--- src/rtl/thermal_throttle_ctrl.sv ---
module thermal_throttle_ctrl #(
  parameter int TW         = 9,
  parameter int SYNC_W     = 4,
  parameter int FORCE_CODE = 13
) (
  input  logic              clk,
  input  logic              rst_n,
  input  logic              wr_en,
  input  logic [31:0]       wr_data,
  output logic [31:0]       rd_data,
  input  logic [TW-1:0]     temp,
  input  logic              sense_en,
  input  logic [SYNC_W-1:0] pm_state,
  output logic [1:0]        throttle
);
  localparam int L1_LSB = 10;
  localparam int L2_LSB = 20;

  logic          lock_q, force_q, en_q;
  logic [TW-1:0] lvl0_q, lvl1_q, lvl2_q;
  logic [1:0]    band, next_state;
  logic          forced;

  wire accept  = wr_en && !lock_q;
  wire lvl_ok  = accept && !en_q && !wr_data[29];

  always_ff @(posedge clk or negedge rst_n) begin
    if (!rst_n) begin
      lock_q  <= 1'b0;
      force_q <= 1'b0;
      en_q    <= 1'b0;
      lvl0_q  <= '0;
      lvl1_q  <= '0;
      lvl2_q  <= '0;
    end else begin
      if (accept) begin
        lock_q  <= wr_data[31];
        force_q <= wr_data[30];
        en_q    <= wr_data[29];
      end
      if (lvl_ok) begin
        lvl0_q <= wr_data[TW-1:0];
        lvl1_q <= wr_data[L1_LSB +: TW];
        lvl2_q <= wr_data[L2_LSB +: TW];
      end
    end
  end

  assign rd_data = {lock_q, force_q, en_q, lvl2_q, 1'b0, lvl1_q, 1'b0, lvl0_q};

  always_comb begin
    if (!en_q || !sense_en || temp <= lvl0_q) band = 2'd0;
    else if (temp <= lvl1_q)                  band = 2'd1;
    else if (temp <= lvl2_q)                  band = 2'd2;
    else                                      band = 2'd3;
  end

  assign forced     = force_q && (pm_state == SYNC_W'(FORCE_CODE));
  assign next_state = (forced && band < 2'd2) ? 2'd2 : band;

  always_ff @(posedge clk or negedge rst_n) begin
    if (!rst_n) throttle <= 2'd0;
    else        throttle <= next_state;
  end


  lock_sticky_chk: assert property (@(posedge clk) disable iff (!rst_n)
    lock_q |=> lock_q);


  locked_frozen_chk: assert property (@(posedge clk) disable iff (!rst_n)
    lock_q |=> $stable(rd_data));


  lvl_guard_chk: assert property (@(posedge clk) disable iff (!rst_n)
    en_q |=> ($stable(lvl0_q) && $stable(lvl1_q) && $stable(lvl2_q)));


  idle_t0_chk: assert property (@(posedge clk) disable iff (!rst_n)
    ((!en_q || !sense_en) && !(force_q && pm_state == SYNC_W'(FORCE_CODE)))
      |=> throttle == 2'd0);


  force_floor_chk: assert property (@(posedge clk) disable iff (!rst_n)
    (force_q && pm_state == SYNC_W'(FORCE_CODE)) |=> throttle >= 2'd2);
endmodule

--- config.mk ---
export PLATFORM = sky130hd
export DESIGN_NAME = thermal_throttle_ctrl
export DESIGN_NICKNAME = d
export VERILOG_FILES = /design/src/rtl/thermal_throttle_ctrl.sv
export SDC_FILE = /design/constraint.sdc
export NUM_CORES = 1
export LEC_CHECK = 0
export CAP_MARGIN = 10
export CORE_MARGIN = 3
export CORE_UTILIZATION = 25
export CTS_CLUSTER_DIAMETER = 200
export DETAILED_ROUTE_END_ITERATION = 7
export HOLD_SLACK_MARGIN = 0.15
export REMOVE_ABC_BUFFERS = 1
export SETUP_SLACK_MARGIN = 0.4
export SLEW_MARGIN = 20
export SYNTH_ARGS = -nofsm -noshare
export SYNTH_HDL_FRONTEND = slang
export SYNTH_SLANG_ARGS = --single-unit
--- constraint.sdc ---
create_clock -name clk -period 2 [get_ports clk]
set_input_delay 0.5 -clock clk [delete_from_list [all_inputs] [get_ports clk]]
set_output_delay 0.5 -clock clk [all_outputs]
set_load 0.02 [all_outputs]
-- Word level (Yosys, flattened, before mapping)
Index checks and enable logic that the tools add are counted.
- register bits after elaboration: 32
- bits of input ports: 49
- output and inout bits: 34
- logic and storage cells: 27
- order comparisons: 4
- equal/unequal tests: 1
- muxes and demuxes: 4
- reduce and logical (&&, ||, !) cells: 11
- operator list (kind ; count):
    9-bit <= comparator ; 3
    2-bit two-way mux ; 3
    1-bit logical AND ; 5
    4-bit equality test (second input constant) ; 1
    1-bit logical NOT ; 4
    1-bit logical OR ; 2
    2-bit less-than comparator (second input constant) ; 1
    1-bit two-way mux ; 1

-- Logic depth before layout (Yosys ltp)
Gate-level depths: netlist (run 1).
- depth after elaboration: 7
- mapped depth: 7
- mapped depth without buffers: 7

-- Worst setup path before layout (run 1)
No wires, ideal clock.
- path kind: register -> register
- start: reg lvl2_q[4]
- end: reg throttle[0]
- arrival: 1703 ps
- required time: 1872 ps
- setup slack: 169 ps
- stages on the path, launching flop included: 8
- path buffers: 0
- cells stage by stage: dfrtp_1 inv_1 ha_1 a21oi_2 o21ai_1 a2111o_1 a221oi_2 a211oi_2
- longest elaborated chain between the ends: 7
- RTL lines (item ; line ; source):
    start, declared ; 20 ; logic [TW-1:0] lvl0_q, lvl1_q, lvl2_q;
    start signal, assigned ; 44 ; lvl2_q <= wr_data[L2_LSB +: TW];
    9-bit <= comparator * ; 54 ; else if (temp <= lvl2_q) band = 2'd2;
    1-bit two-way mux * ; 54 ;
    2-bit two-way mux * ; 53 ; else if (temp <= lvl1_q) band = 2'd1;
    2-bit two-way mux * ; 52 ; if (!en_q || !sense_en || temp <= lvl0_q) band = 2'd0;
    2-bit less-than comparator ; 59 ; assign next_state = (forced && band < 2'd2) ? 2'd2 : band;
    1-bit logical AND ; 59 ;
    2-bit two-way mux * ; 59 ;
    named net next_state[0] ; 21 ; logic [1:0] band, next_state;
    end signal, assigned ; 63 ; else throttle <= next_state;
    end, declared ; 14 ; output logic [1:0] throttle
The timed path passes the listed nets; every way through them passes the cells marked *.
A chain may end at the register's enable or synchronous reset.

-- Final worst setup path (run 1)
- start: in temp[2]
- end: reg throttle[0]
- longest elaborated chain between the ends: 7
- elaborated cells on any way between the ends: 10
- those cells by class: 4 x order compare; 4 x mux; 2 x reduce/logical
- RTL lines (item ; line ; source):
    start, declared ; 11 ; input logic [TW-1:0] temp,
    9-bit <= comparator ; 54 ;
    1-bit two-way mux ; 54 ;
    2-bit two-way mux ; 53 ;
    2-bit two-way mux * ; 52 ;
    2-bit less-than comparator ; 59 ;
    1-bit logical AND ; 59 ;
    2-bit two-way mux * ; 59 ;
    named net next_state[0] ; 21 ;
Marks and branches as above.

==> results.toml, run 1 <==
[finish]
post-route-util = 0.421
layout-drive-gt1-share = 0.230
layout_common_cells = "clkdlybuf4s50_1, dfrtp_1, dlygate4sd2_1"
final_common_cell = "clkdlybuf4s50_1"
num_antenna_cells = 0
area_growth_pct = 63.0
nNetsFinal = 362
post-route-cell-area_um2 = 3070

[critical_path]
endpoint_kind = "flip-flop"
cp-start-kind = "input port"
cp_slowest_cell = "a2111o_1"
critPathKind = "in2reg"
worst-r2r-setup-slack_ns = 0.29
reg2reg_depth = 7
r2r-start = "lvl2_q[5]"
path_cells = "clkdlybuf4s15_2 > ha_4 > a21oi_2 > o21ai_1 > a2111o_1 > a221oi_2 > a211oi_2"
critPathLaunch = "temp[2]"
crit_fanout = 3
cp.arrival_ns = 1.90
cp_data_required_time_ns = 2.17
r2r_end = "throttle[0]"
max_stage_delay_ns = 0.38

[pwr]
p_per_area_nw_per_um2 = 825
power_frac_clock = 0.251
switching_share = 0.359
ir_worst_vdd_mv = 0.327
p_int_uw = 1620
p_switching_uw = 911
leakagePower_uw = 0.00139
pwr-share-seq = 0.337
p_comb_frac = 0.411

[yosys]
synth-main-ff-cell = "dfrtp_1"
synth_cells = 197
ys_types = 29
async_flop_share = 1.00
ys_seq_area_frac = 0.425
synth-warning-count = 0
syn_area_um2 = 1880
synth_area_per_cell_um2 = 9.57
synth_area_leaders = "dfrtp_1, ha_1, o21ai_0"
synth_top_cell_by_area = "dfrtp_1"
yosys_register_bits = 32
synth_edf_count = 0
yosys.area.top_type_share = 0.425

[outcome]
run_status = "finished clean"

[routing]
drt-initial-drc-count = 39
wire_per_inst_um = 13.0
vias_per_cell = 4.26
vias = 1646
ant_nets = 0
dr.pass1.iters = 4
route.detailed.drc = 0
postRouteWirelength_mm = 5.02

[global_routing]
grt_pass1_vias = 1742
overflow = 0
antenna_found_initial = 0
grt_pass1_wl_mm = 8.36
grt_max_degree = 33
groute.usage.overall = 0.123

[placed_design]
postPlaceCellArea_um2 = 2830
hpwl_mm = 4.04
gp_congestion = 0.837
portBuffers = 78

[sta]
fin_crit_ns = 1.72
finalClockSkew_ns = 0.00564
drv_slew = 0
rsz0062_at_grt = "true"
hold_viol = 0
setup_tns_ns = 0
period_share = 0.861
setup_viol = 0
clock.fmax_mhz = 581

[floorplanning]
dieArea_um2 = 8610
initial_core_util = 0.258
die_height_um = 92.8
core_area_um2 = 7290
die_w_um = 92.8
rows = 31
io_pins = 83

[clocking]
cts_hold_buf = 0
tritoncts = "done"
cts_buffers = 5
h-tree-depth = 2
clkSinkCount = 32
path_clk_slew_ns = 0.08
clk_latency_ns = 0.29
clockBufferDepth = 2
root_buffer = "clkbuf_8"

[run]
maxCapViolCount = 0

[min_path]
hold-path-endpoint = "force_q"
hold_path_class = "reg2reg"
hp-start = "force_q"
min_path_cells = 1
-- final cells by class --
class | count | area [um2]
fillers | 754 | 4220
clock inverters | 3 | 42.5
clock buffers | 5 | 68.8
inverters | 26 | 97.6
repair buffers | 91 | 843
multi-input cells | 130 | 1090
flip-flops and latches | 32 | 801
well taps | 99 | 124
-- per-stage QoR --
step                      total power, uW  worst slack, ns  hold WS [ns]  cells
after global placement               1880           -0.396         0.488    376
final                                2540            0.279         0.550    386
after floorplan                      1390           -0.143         0.204    188
after global routing                 2720            0.159         0.568    386
after CTS                            2550            0.193         0.547    385
after detailed placement             1900           -0.418         0.499    376
-- cell families after synthesis --
group	count (synthesis)	synth area share
mux	5	0.0299
compound gates	48	0.157
fa+ha+maj	27	0.179
simple gates	48	0.120
other cells	1	0.00199
buf+inv	36	0.0870
flops	32	0.425
-- metal layers --
metal | GRT usage | vias up | share of wire
li1 | - | 843 | -
met1 | 0.155 | 753 | 0.44
met2 | 0.208 | 44 | 0.49
met3 | 0.0292 | 6 | 0.058
met4 | 0.0366 | 0 | 0.013
met5 | 0 | - | 0
-- registers in the layout (all words and copies together) (netlist names) --
register / cells
en_q: 1
force_q: 1
lock_q: 1
lvl0_q: 9
lvl1_q: 9
lvl2_q: 9
throttle: 2
-- timing repair --
item,in CTS,in global routing
resized for setup,77,14
gates cloned,0,0
pin swaps,22,10
endpoints found under the setup margin,45,4
buffers inserted,1,1
-- Yosys cell counts (2+ instances only) --
cell type and number:
a21oi_2 2, dfrtp_1 32, o21ai_0 28, inv_1 26
nand4_1 7, buf_4 5, ha_1 27, nand2_1 30
nor2_1 6, clkbuf_1 2, mux2_2 5, buf_2 2
a21o_1 4, a211oi_1 2, a21oi_1 5
-- critical path, delay by kind of cell --
family | cells | cell delay [ns]
adder cells (fa/ha/maj) | 1 | 0.25
AO/OA/AOI/OAI | 5 | 0.89
buffers and inverters | 1 | 0.26
-- power groups by stage --
stage          clock network (uW)  registers (uW)  logic [uW]
4_1_cts                       664             854        1030
3_5_place_dp                    0             868        1030
5_1_grt                       678             879        1160
6_report                      638             855        1040
2_1_floorplan                   0            1030         360
3_3_place_gp                    0             864        1020
-- worst max-delay path by stage --
stage / endpoint / slack, ns / depth (start not counted)
floorplan: lvl0_q[0] / -0.14 / 3
global placement: throttle[0] / -0.40 / 7
detailed placement: throttle[0] / -0.42 / 7
CTS: throttle[0] / 0.19 / 7
global route: throttle[0] / 0.16 / 7
finish: throttle[0] / 0.28 / 7
Power figures use the tool's default switching activity.
==> run 2, diff against run 1 <==
--- a/config.mk
+++ b/config.mk
@@ -5,7 +5,6 @@
 export SDC_FILE = /design/constraint.sdc
 export NUM_CORES = 1
 export LEC_CHECK = 0
-export CAP_MARGIN = 10
 export CORE_MARGIN = 3
 export CORE_UTILIZATION = 25
 export CTS_CLUSTER_DIAMETER = 200
==> results of run 2 <==
The final DEF is identical to that of run 1; final timing and power are the same.
==> run 3, diff against run 2 <==
--- a/config.mk
+++ b/config.mk
@@ -5,7 +5,7 @@
 export SDC_FILE = /design/constraint.sdc
 export NUM_CORES = 1
 export LEC_CHECK = 0
-export CORE_MARGIN = 3
+export CORE_MARGIN = 1
 export CORE_UTILIZATION = 25
 export CTS_CLUSTER_DIAMETER = 200
 export DETAILED_ROUTE_END_ITERATION = 7
==> run 3 against run 2 <==
  * Critical endpoint unchanged
  * Clock-buffer cell count is 2 higher
  * First-iteration DRC count stayed put
  * Critical path type is now reg2reg
  * Flip-flop and latch count stayed put
  * Register-to-register slack hardly changed
==> results.toml, run 3 (synthesized netlist as in run 1, its figures left out) <==
[placed_design]
gp_congestion = 0.825
portBuffers = 78
hpwl_mm = 3.83
dp.cells = 374
dp_slack_ns = -0.412

[floorplanning]
core_area_um2 = 7250
initial_core_util = 0.260
dieArea_um2 = 7890
io_pins = 83
rows = 31
die_height_um = 88.8
die_w_um = 88.8

[pwr]
p_comb_frac = 0.403
power_frac_clock = 0.268
leakagePower_uw = 0.00139
switching_share = 0.347
p_switching_uw = 901
p_int_uw = 1700
pwr-share-seq = 0.329
p_per_area_nw_per_um2 = 848
ir_worst_vdd_mv = 0.304

[clocking]
root_buffer = "clkbuf_8"
path_clk_slew_ns = 0.07
clk_latency_ns = 0.28
cts_buffers = 5
h-tree-depth = 2
clockBufferDepth = 2
clkSinkCount = 32
tritoncts = "done"

[sta]
fin_crit_ns = 1.71
rsz0062_at_grt = "true"
finalClockSkew_ns = 0.00391
clock.fmax_mhz = 586
setup_slack_ns = 0.294
setup_viol = 0
period_share = 0.853
relSlewSlack = 0.495
hold_viol = 0
drv_slew = 0
whs_ns = 0.286
worstMarginPinSlew_ns = 0.758

[critical_path]
cp-start-kind = "flip-flop"
reg2reg_depth = 7
worst-r2r-setup-slack_ns = 0.29
r2r_end = "throttle[0]"
critPathKind = "reg2reg"
endpoint_kind = "flip-flop"
crit_fanout = 3
r2r-start = "lvl2_q[8]"
cp_data_required_time_ns = 2.16
cp.arrival_ns = 1.87

[routing]
postRouteWirelength_mm = 4.95
vias = 1675
dr.pass1.iters = 4
drt-initial-drc-count = 39
vias_per_cell = 4.34
route.detailed.drc = 0
wire_per_inst_um = 12.8
ant_nets = 0

[finish]
top_regs = "lvl0_q (9), lvl1_q (9), lvl2_q (9)"
final_common_cell = "clkdlybuf4s50_1"
area_growth_pct = 62.5
layout_common_cells = "clkdlybuf4s50_1, dfrtp_1, dlygate4sd2_1"
fillers = 722
final_cells = 386
nNetsFinal = 362
layout-drive-gt1-share = 0.240
num_antenna_cells = 0

[outcome]
run_status = "finished clean"

[global_routing]
antenna_found_initial = 0
grt_pass1_vias = 1719
grt-busiest-layer = "met2"
grtUsageMet1 = 0.164
overflow = 0
gr-usage-met2 = 0.231
grt_max_degree = 35
grt_pass1_wl_mm = 7.94
groute.usage.overall = 0.132
grtUsageMet3 = 0.0317

[run]
maxCapViolCount = 0

[min_path]
hold_path_class = "in2async"
==> run 3: cell count changes in the layout (fill, tap and decap cells not counted), sizes merged <==
cell           change
clkbuf             +2
clkdlybuf4s50      -1
clkdlybuf4s15      -1
dlygate4sd2        -1
clkinv             -1
buf                +3
clkinvlp           -1
==> run 3: power by group through the flow <==
stage / registers (uW) / logic [uW] / clock network, uW
6_report: 855 / 1050 / 697
5_1_grt: 873 / 1160 / 752
4_1_cts: 851 / 1000 / 727
3_5_place_dp: 868 / 1020 / 0
3_3_place_gp: 866 / 1000 / 0
2_1_floorplan: 1030 / 360 / 0
==> run 3: stage by stage <==
step / TNS (ns) / area, um2 / power [uW] / utilization
6_report: 0 / 3060 / 2600 / 0.422
4_1_cts: 0 / 3000 / 2580 / 0.414
2_1_floorplan: -0.430 / 1820 / 1390 / -
5_1_grt: 0 / 3060 / 2790 / 0.422
3_5_place_dp: -0.762 / 2790 / 1880 / 0.385
3_3_place_gp: -0.724 / 2790 / 1870 / 0.385
==> run 3: cell type report <==
type / instances / area (um2) / share of cell area
Multi-Input combinational cell: 130 / 1110 / 0.362
Timing Repair Buffer: 91 / 807 / 0.263
Sequential cell: 32 / 801 / 0.261
Tap cell: 99 / 124 / 0.0404
Inverter: 26 / 97.6 / 0.0319
Clock buffer: 7 / 96.3 / 0.0315
Clock inverter: 1 / 30.0 / 0.00980
==> run 3: routing by layer <==
layer | wire length [um] | part of all wire
met5 | 0 | 0
met1 | 2210 | 0.45
met4 | 29 | 0.0059
met3 | 281 | 0.057
met2 | 2430 | 0.49
==> run 3: what timing repair did <==
item | in CTS | in global routing
pin swaps | 24 | 10
hold buffers | 0 | 0
resized for setup | 74 | 24
endpoints found under the setup margin | 56 | 4
buffers inserted | 2 | 2
==> run 3: worst max path at each step <==
stage          startpoint           to  cells after the start
3_5_place_dp      temp[2]  throttle[0]                      7
4_1_cts         lvl2_q[2]  throttle[0]                      7
6_report        lvl2_q[8]  throttle[0]                      7
3_3_place_gp      temp[2]  throttle[0]                      7
2_1_floorplan       wr_en    lvl0_q[0]                      3
5_1_grt         lvl2_q[8]  throttle[0]                      7
==> run 3: critical path: stages (launching register included) <==
cell      delay [ns]
dfrtp_1         0.39
inv_2           0.09
ha_4            0.20
nand4_1         0.14
inv_1           0.06
a2111o_1        0.42
a221oi_2        0.25
a211oi_2        0.06
